==> src/rtl/modem_ctl_pkg.sv <==
package modem_ctl_pkg;

  // Field layout matches the bit positions that the neighbouring logic decodes.
  typedef struct packed {
    logic div4;
    logic trig_acc;
    logic xon_any;
    logic loop_en;
    logic irq_en;
    logic rdy_en;
    logic rts_on;
    logic dtr_on;
  } mctl_t;

  localparam int CTL_W     = 8;
  localparam int GUARD_LSB = 5;
  localparam int STAT_W    = 4;

  // Control bit that feeds each status bit (index 0 = status bit 4) in loopback
  function automatic int loop_src(input int idx);
    case (idx)
      0:       return 1;
      1:       return 0;
      2:       return 2;
      default: return 3;
    endcase
  endfunction

endpackage

==> src/rtl/mctl_store.sv <==
module mctl_store #(
  parameter int DW        = 8,
  parameter int GUARD_LSB = 5
) (
  input  logic          clk,
  input  logic          rst,
  input  logic          wr_en,
  input  logic [DW-1:0] wr_data,
  input  logic          enh_wen,
  output logic [DW-1:0] q
);

  always_ff @(posedge clk) begin
    if (rst)
      q <= '0;
    else if (wr_en) begin
      if (enh_wen)
        q <= wr_data;
      else
        q <= {q[DW-1:GUARD_LSB], wr_data[GUARD_LSB-1:0]};
    end
  end

  // the guarded field holds its value when its enable is low
  a_r2_upper_locked: assert property (@(posedge clk) disable iff (rst)
    (wr_en && !enh_wen) |=> (q[DW-1:GUARD_LSB] == $past(q[DW-1:GUARD_LSB])));

  // the low field always takes the write
  a_r2_lower_follow: assert property (@(posedge clk) disable iff (rst)
    wr_en |=> (q[GUARD_LSB-1:0] == $past(wr_data[GUARD_LSB-1:0])));

  // with the enable high, the whole byte takes the write
  a_r2_full_write: assert property (@(posedge clk) disable iff (rst)
    (wr_en && enh_wen) |=> (q == $past(wr_data)));

endmodule

==> src/rtl/baud_prescale.sv <==
module baud_prescale #(
  parameter int DIV = 4
) (
  input  logic clk,
  input  logic rst,
  input  logic div_sel,
  output logic ce
);

  localparam int CW = (DIV > 2) ? $clog2(DIV) : 1;
  localparam logic [CW-1:0] TOP = CW'(DIV - 1);

  logic [CW-1:0] cnt;
  logic          sel_q;
  logic          switched;

  assign switched = (div_sel != sel_q);

  always_ff @(posedge clk) begin
    if (rst) begin
      cnt   <= '0;
      sel_q <= 1'b0;
    end else begin
      sel_q <= div_sel;
      if (switched)
        cnt <= CW'(1);
      else if (cnt == TOP)
        cnt <= '0;
      else
        cnt <= cnt + CW'(1);
    end
  end

  assign ce = div_sel ? (!switched && (cnt == TOP)) : 1'b1;

  // divided enable is never two cycles wide
  a_r10_single_pulse: assert property (@(posedge clk) disable iff (rst)
    (div_sel && ce) |=> (!ce || !div_sel));

  // no enable in the first cycle after entering divide mode
  a_r10_restart: assert property (@(posedge clk) disable iff (rst)
    $rose(div_sel) |-> !ce);

  // undivided mode enables every cycle
  a_r10_pass: assert property (@(posedge clk) disable iff (rst)
    !div_sel |-> ce);

endmodule

==> src/rtl/modem_route.sv <==
module modem_route
  import modem_ctl_pkg::*;
(
  input  logic              clk,
  input  logic              rst,
  input  mctl_t             ctl,
  input  logic              auto_rts_en,
  input  logic              flow_rts,
  input  logic [STAT_W-1:0] pins_n,
  input  logic              tx_serial,
  input  logic              rx_pin,
  output logic              tx_pin,
  output logic              rx_serial,
  output logic [STAT_W-1:0] status_hi,
  output logic              rts_n,
  output logic              dtr_n,
  output logic              op_n
);

  logic       loop;
  logic [3:0] ctl_lo;

  assign loop   = ctl.loop_en;
  assign ctl_lo = {ctl.irq_en, ctl.rdy_en, ctl.rts_on, ctl.dtr_on};

  for (genvar i = 0; i < STAT_W; i++) begin : g_stat
    assign status_hi[i] = loop ? ctl_lo[loop_src(i)] : ~pins_n[i];
  end

  assign rx_serial = loop ? tx_serial : rx_pin;
  assign tx_pin    = loop ? 1'b1 : tx_serial;
  assign rts_n     = loop ? 1'b1 : ~(auto_rts_en ? flow_rts : ctl.rts_on);
  assign dtr_n     = loop ? 1'b1 : ~ctl.dtr_on;
  assign op_n      = loop ? 1'b1 : ~ctl.irq_en;

  // crossing map of control bits into status bits
  a_r9_loop_map: assert property (@(posedge clk) disable iff (rst)
    loop |-> (status_hi == {ctl.irq_en, ctl.rdy_en, ctl.dtr_on, ctl.rts_on}));

  // external outputs idle high in loopback
  a_r9_pins_idle: assert property (@(posedge clk) disable iff (rst)
    loop |-> (tx_pin && rts_n && dtr_n && op_n));

  // receive path follows the pin outside loopback
  a_r8_rx_pass: assert property (@(posedge clk) disable iff (rst)
    !loop |-> (rx_serial == rx_pin));

  // flow control owns RTS when enabled
  a_r5_auto_rts: assert property (@(posedge clk) disable iff (rst)
    (!loop && auto_rts_en) |-> (rts_n == !flow_rts));

endmodule

==> src/rtl/uart_modem_ctl.sv <==
module uart_modem_ctl
  import modem_ctl_pkg::*;
#(
  parameter int PRESCALE = 4
) (
  input  logic        clk,
  input  logic        rst,
  input  logic        wr_en,
  input  logic [7:0]  wr_data,
  input  logic        enh_wen,
  output logic [7:0]  rd_data,
  input  logic        auto_rts_en,
  input  logic        flow_rts,
  input  logic        cts_n,
  input  logic        dsr_n,
  input  logic        ri_n,
  input  logic        cd_n,
  input  logic        tx_serial,
  input  logic        rx_pin,
  output logic        tx_pin,
  output logic        rx_serial,
  output logic [3:0]  status_hi,
  output logic        rts_n,
  output logic        dtr_n,
  output logic        op_n,
  output logic        irq_oe,
  output logic        trig_access,
  output logic        xon_any_en,
  output logic        fifo_rdy_en,
  output logic        baud_ce
);

  logic [CTL_W-1:0] ctl_q;
  mctl_t            ctl;

  mctl_store #(.DW(CTL_W), .GUARD_LSB(GUARD_LSB)) u_store (
    .clk     (clk),
    .rst     (rst),
    .wr_en   (wr_en),
    .wr_data (wr_data),
    .enh_wen (enh_wen),
    .q       (ctl_q)
  );

  assign ctl = mctl_t'(ctl_q);

  modem_route u_route (
    .clk         (clk),
    .rst         (rst),
    .ctl         (ctl),
    .auto_rts_en (auto_rts_en),
    .flow_rts    (flow_rts),
    .pins_n      ({cd_n, ri_n, dsr_n, cts_n}),
    .tx_serial   (tx_serial),
    .rx_pin      (rx_pin),
    .tx_pin      (tx_pin),
    .rx_serial   (rx_serial),
    .status_hi   (status_hi),
    .rts_n       (rts_n),
    .dtr_n       (dtr_n),
    .op_n        (op_n)
  );

  baud_prescale #(.DIV(PRESCALE)) u_pre (
    .clk     (clk),
    .rst     (rst),
    .div_sel (ctl.div4),
    .ce      (baud_ce)
  );

  assign rd_data     = ctl_q;
  assign irq_oe      = ctl.irq_en;
  assign trig_access = ctl.trig_acc;
  assign xon_any_en  = ctl.xon_any;
  assign fifo_rdy_en = ctl.rdy_en;

  // the first cycle out of reset reads a cleared byte
  a_r1_reset_clear: assert property (@(posedge clk) disable iff (rst)
    $fell(rst) |-> (rd_data == 8'h00));

  // interrupt driver enable and OP pin agree outside loopback
  a_r6_op_irq: assert property (@(posedge clk) disable iff (rst)
    !ctl.loop_en |-> (op_n == !irq_oe));

endmodule

==> config.mk <==
export PLATFORM = sky130hd
export DESIGN_NAME = uart_modem_ctl
export DESIGN_NICKNAME = d
export VERILOG_FILES = /design/src/rtl/modem_ctl_pkg.sv /design/src/rtl/mctl_store.sv /design/src/rtl/baud_prescale.sv /design/src/rtl/modem_route.sv /design/src/rtl/uart_modem_ctl.sv
export SDC_FILE = /design/constraint.sdc
export NUM_CORES = 1
export LEC_CHECK = 0
export BUFFER_PORTS_ARGS = -buffer_cell sky130_fd_sc_hd__buf_2
export CAP_MARGIN = 0
export CELL_PAD_IN_SITES_DETAIL_PLACEMENT = 1
export CELL_PAD_IN_SITES_GLOBAL_PLACEMENT = 2
export CORE_ASPECT_RATIO = 0.9
export CORE_MARGIN = 2
export CORE_UTILIZATION = 22
export CTS_BUF_LIST = sky130_fd_sc_hd__clkbuf_16
export CTS_CLUSTER_SIZE = 10
export DETAILED_ROUTE_END_ITERATION = 10
export PLACE_DENSITY_LB_ADDON = 0.08
export SLEW_MARGIN = 30
export SYNTH_ARGS = -nofsm -noshare
export SYNTH_HDL_FRONTEND = slang
export SYNTH_SLANG_ARGS = --single-unit
==> constraint.sdc <==
create_clock -name clk -period 2.4 [get_ports clk]
set_input_delay 0.24 -clock clk [delete_from_list [all_inputs] [get_ports clk]]
set_output_delay 0.24 -clock clk [all_outputs]
set_load 0.1 [all_outputs]
Word level (Yosys, flattened, before mapping)
Index checks and enable logic that the tools add are counted.
- word-level logic and storage cells: 32
- output and inout port bits: 22
- bits of input ports: 20
- bits in registers: 11
- reduce and logical (&&, ||, !) cells: 4
- bitwise gates (word level): 7
- $add $sub $neg: 1
- equal/unequal tests: 2
- multiplexer cells: 13
- operators with widths (operator ; number):
    $mux W1 ; 13
    $not A1 Y1 ; 7
    $reduce_or A3 Y1 ; 1
    $add A2 B1 Y2 const B ; 1
    $eq A2 B2 Y1 const B ; 1
    $reduce_and A2 Y1 ; 1
    $logic_and A1 B1 Y1 ; 1
    $logic_not A1 Y1 ; 1
    $ne A1 B1 Y1 ; 1

Depth between registers and ports, before layout
- depth after elaboration: 4
- gate-level depth with buffers: 3
- gate-level depth less buffers: 3

By module
A second synthesis with hierarchy kept.
- cells, all modules: 60
- area, all modules: 560.5 um^2
- modules (own cells, without submodules) (module ; area each (um^2) ; times used ; cells an instance ; sequential area each (um^2)):
    mctl_store ; 311.5 ; 1 ; 29 ; 160.2
    baud_prescale ; 116.4 ; 1 ; 12 ; 60.1
    modem_route ; 102.6 ; 1 ; 15 ; 0.0
    uart_modem_ctl ; 30.0 ; 1 ; 4 ; 0.0

Worst setup path before layout
No wires, ideal clock.
- path kind: reg2out
- from: reg u_store.q[4]
- to: out status_hi[0]
- arrival: 2788 ps
- path slack: -628 ps
- buffers on the path: 1
- required time: 2160 ps
- stages on the path, launching flop included: 3
- cells stage by stage: dfxtp_1 buf_6 mux2i_1
- word-level cells in the longest chain between the ends: 1
- ends and longest elaborated chain (item ; RTL line ; source):
    start, declared ; mctl_store.sv:10 ; output logic [DW-1:0] q
    start signal, assigned ; mctl_store.sv:18 ; q <= wr_data;
    start signal, assigned ; mctl_store.sv:20 ; q <= {q[DW-1:GUARD_LSB], wr_data[GUARD_LSB-1:0]};
    $mux W1 ; modem_route.sv:27 ; assign status_hi[i] = loop ? ctl_lo[loop_src(i)] : ~pins_n[i];
    end, declared ; uart_modem_ctl.sv:22 ; output logic [3:0] status_hi,
No other way between the ends.

Worst setup path in the final report
- from: reg u_store.q[4]
- to: out status_hi[3]
Same word-level chain as after synthesis.

==> results.py <==
metrics = {
    "clocking": {
        "clock_latency_ns": 0.23,
        "cts.repair.resized": 0,
        "clkSlewWorstSetupHoldPaths_ns": 0.04,
        "clock_sinks": 11,
        "cts_post_setup_buffers_inserted": 0,
        "hold_buffers": 0,
        "numCtsBuffers": 3,
        "tritoncts": "yes",
        "clk_root_buffer_cell": "clkbuf_16",
        "cts-root-to-sink-buffers": 2,
        "htree_levels": 1,
    },
    "layout": {
        "layout_commonest_cell": "buf_2",
        "register_area_um2": 220,
        "filler_cells_inserted": 298,
        "postLayoutCellArea_um2": 852,
        "mostFrequentLayoutCells": "buf_2 (41), dfxtp_1 (11), mux2i_1 (6), nor2_1 (6), inv_1 (5)",
        "fraction_of_final_layout_cells_with_drive_strength_greater_than_1_pct": 55.1,
        "antennaDiodeCount": 0,
        "area.growth.synth_to_final_pct": 46.1,
        "nets": 120,
        "total_area_of_multi_input_combinational_cells_um2": 298,
    },
    "logic_synthesis": {
        "area_share_of_and_or_nand_nor_cells_after_synthesis_pct": 15.2,
        "synth_top_family_by_area": "multiplexers",
        "post_synth_num_cell_types": 21,
        "synth_enable_flop_cells": 0,
        "synth-xor-area-share_pct": 1.50,
        "syn-instance-count": 61,
        "synth.mux.area_fraction_pct": 19.7,
        "yosys_warnings": 0,
        "synth-seq-area-share_pct": 37.8,
        "syn-num-nets": 82,
        "synthArstFlopShare_pct": 0,
        "postSynth.topFlopCell": "dfxtp_1",
        "syn_area_um2": 583,
        "synth-compound-area-share_pct": 9.87,
        "synth_adder_area_share_pct": 2.15,
        "synth-seq-cells": 11,
        "postSynthAreaPerCell_um2": 9.56,
    },
    "route": {
        "drt_iter0_drc": 10,
        "routed-via-count": 536,
        "vias_per_cell": 4.25,
        "drc": 0,
        "detail-route-antenna-nets": 0,
        "wirelength_mm": 1.37,
        "post_drt_wl_per_cell_um": 10.9,
        "drtPass1Iterations": 2,
    },
    "timing": {
        "grt_setup_unrepaired": "no",
        "worstMarginPinSlew_ns": 0.534,
        "report.final.slew_viol_count": 0,
        "worst_slew_margin_rel_pct": 64.4,
        "final.setup.worst_slack_ns": 0.574,
        "hold_slack_ns": 0.246,
        "hold_viol": 0,
        "final-setup-viol-count": 0,
        "timing.final.crit_share_pct": 76.1,
        "fin_worst_skew_ns": 0.000769,
        "max_freq_ghz": 0.548,
        "post-route-min-period_ns": 1.83,
    },
    "global_route": {
        "grt_first_pass_wirelength_mm": 2.18,
        "number_of_global_route_vias_before_repair": 485,
        "globalRouteOverflowTotal": 0,
        "grt_max_degree": 12,
        "globalRouteTotalUtil_pct": 9.95,
        "antenna_found_initial": 0,
    },
    "placed_design": {
        "detailedPlacementHpwl_mm": 1.09,
        "io_buffer_count": 41,
        "globalplace.congestion": 0.586,
        "post_dp_cell_area_um2": 773,
        "preCtsSetupSlack_ns": 0.802,
    },
    "status": {
        "status": "complete, no violations",
    },
    "floorplanning": {
        "core_area_um2": 2490,
        "die_height_um": 52.8,
        "floorplan.initialDensity_pct": 23.4,
        "dieWidth_um": 58.3,
        "num_io_pins": 42,
        "rows": 17,
        "dieArea_um2": 3080,
    },
    "setup_path": {
        "worst_setup_path_start_kind": "register",
        "r2r_setup_slk_ns": 1.45,
        "critPathMaxFanout": 11,
        "path_class": "reg -> out",
        "worstPathRequired_ns": 2.16,
        "critical_path_sink_type": "output port",
        "critical_path.cell_chain": "mux2i_2, buf_2",
        "reg2reg_to": "u_store.q[4]",
        "cp_top_family": "flip-flops",
        "ff2ff_path_depth": 2,
        "cp_data_arrival_time_ns": 1.59,
        "critPathMaxStageDelay_ns": 0.65,
        "rr_startpoint": "u_store.q[4]",
        "critPathBufInv": 1,
        "critical_path.slowest_cell": "dfxtp_1",
    },
    "pwr": {
        "total_power_mw": 0.754,
        "power.density_cell_area_nw_per_um2": 885,
        "leakagePower_nw": 0.431,
        "power.ir.vdd_worst_v": 0.000339,
    },
    "flow_run": {
        "maxCapViolCount": 0,
    },
    "min_path": {
        "hold_path_startpoint": "wr_data[2]",
        "hold-path-endpoint": "u_store.q[2]",
        "hold_class": "in -> reg",
        "hold-path-cell-count": 3,
    },
}
cell type report:
type	count	share of cell area, %
multi-input cells	38	34.9
flip-flops and latches	11	25.8
repair buffers	41	24.1
clock buffers	3	8.81
well taps	28	4.11
inverters	4	1.76
clock inverters	1	0.441
routing by layer:
layer / part of all wire, % / GRT usage, % / vias to the layer above
met5: 0 / 0 / -
li1: - / - / 268
met4: 1.2 / 4.65 / 0
met3: 8.1 / 5.19 / 2
met2: 47 / 15.9 / 26
met1: 43 / 10.8 / 240
state kept, by name, summed over array words and instances, names as in the netlist:
name and flops:
u_store.q 8, u_pre.cnt 2, u_pre.sel_q 1
through the flow:
stage / setup TNS [ns] / utilization [%] / std cells
finish: 0 / 34.2 / 126
global route: 0 / 34.2 / 126
CTS: 0 / 34.2 / 126
detailed placement: 0 / 31.1 / 122
global placement: 0 / 31.1 / 122
floorplan: -0.468 / - / 61
cell families after synthesis:
logic type / Yosys count
flip-flops: 11
AND/OR/NAND/NOR: 18
buffers and inverters: 12
XOR/XNOR: 1
adder cells (fa/ha/maj): 1
multiplexers: 11
AO/OA/AOI/OAI: 7
power by group:
part	switching, mW	total (mW)	internal (mW)
clock	0.0757	0.294	0.218
combinational	0.201	0.252	0.0514
sequential	0.0118	0.208	0.196
how the worst max path moves through the flow:
| stage | cells after the start | slack [ns] | start | endpoint |
|---|---|---|---|---|
| final | 2 | 0.57 | u_store.q[4] | status_hi[3] |
| after global routing | 2 | 0.48 | u_store.q[4] | status_hi[1] |
| after CTS | 2 | 0.55 | u_store.q[4] | status_hi[0] |
| after detailed placement | 2 | 0.80 | u_store.q[4] | status_hi[0] |
| after global placement | 2 | 0.82 | u_store.q[4] | status_hi[0] |
| after floorplan | 2 | -0.12 | u_store.q[4] | status_hi[0] |
worst register-to-register path: cells and delay by family, from the launching register on:
family	cells	cell delay, ns
flip-flops	1	0.65
multiplexers	1	0.14
AND/OR/NAND/NOR	1	0.10
synth_stat cells, types with 2 or more instances:
cell type  number  share of area [%]
buf_4           5                6.4
nand2b_1        2                2.1
nand3_1         3                2.6
inv_1           4                2.6
dfxtp_1        11                 38
nor2_1          6                3.9
or2_2           2                2.1
a21oi_2         2                3.0
buf_6           2                3.9
nand2_1         2                1.3
mux2i_1        10                 17
a21oi_1         2                1.7
a21bo_1         2                3.4
(Power assumes the default switching activity.)
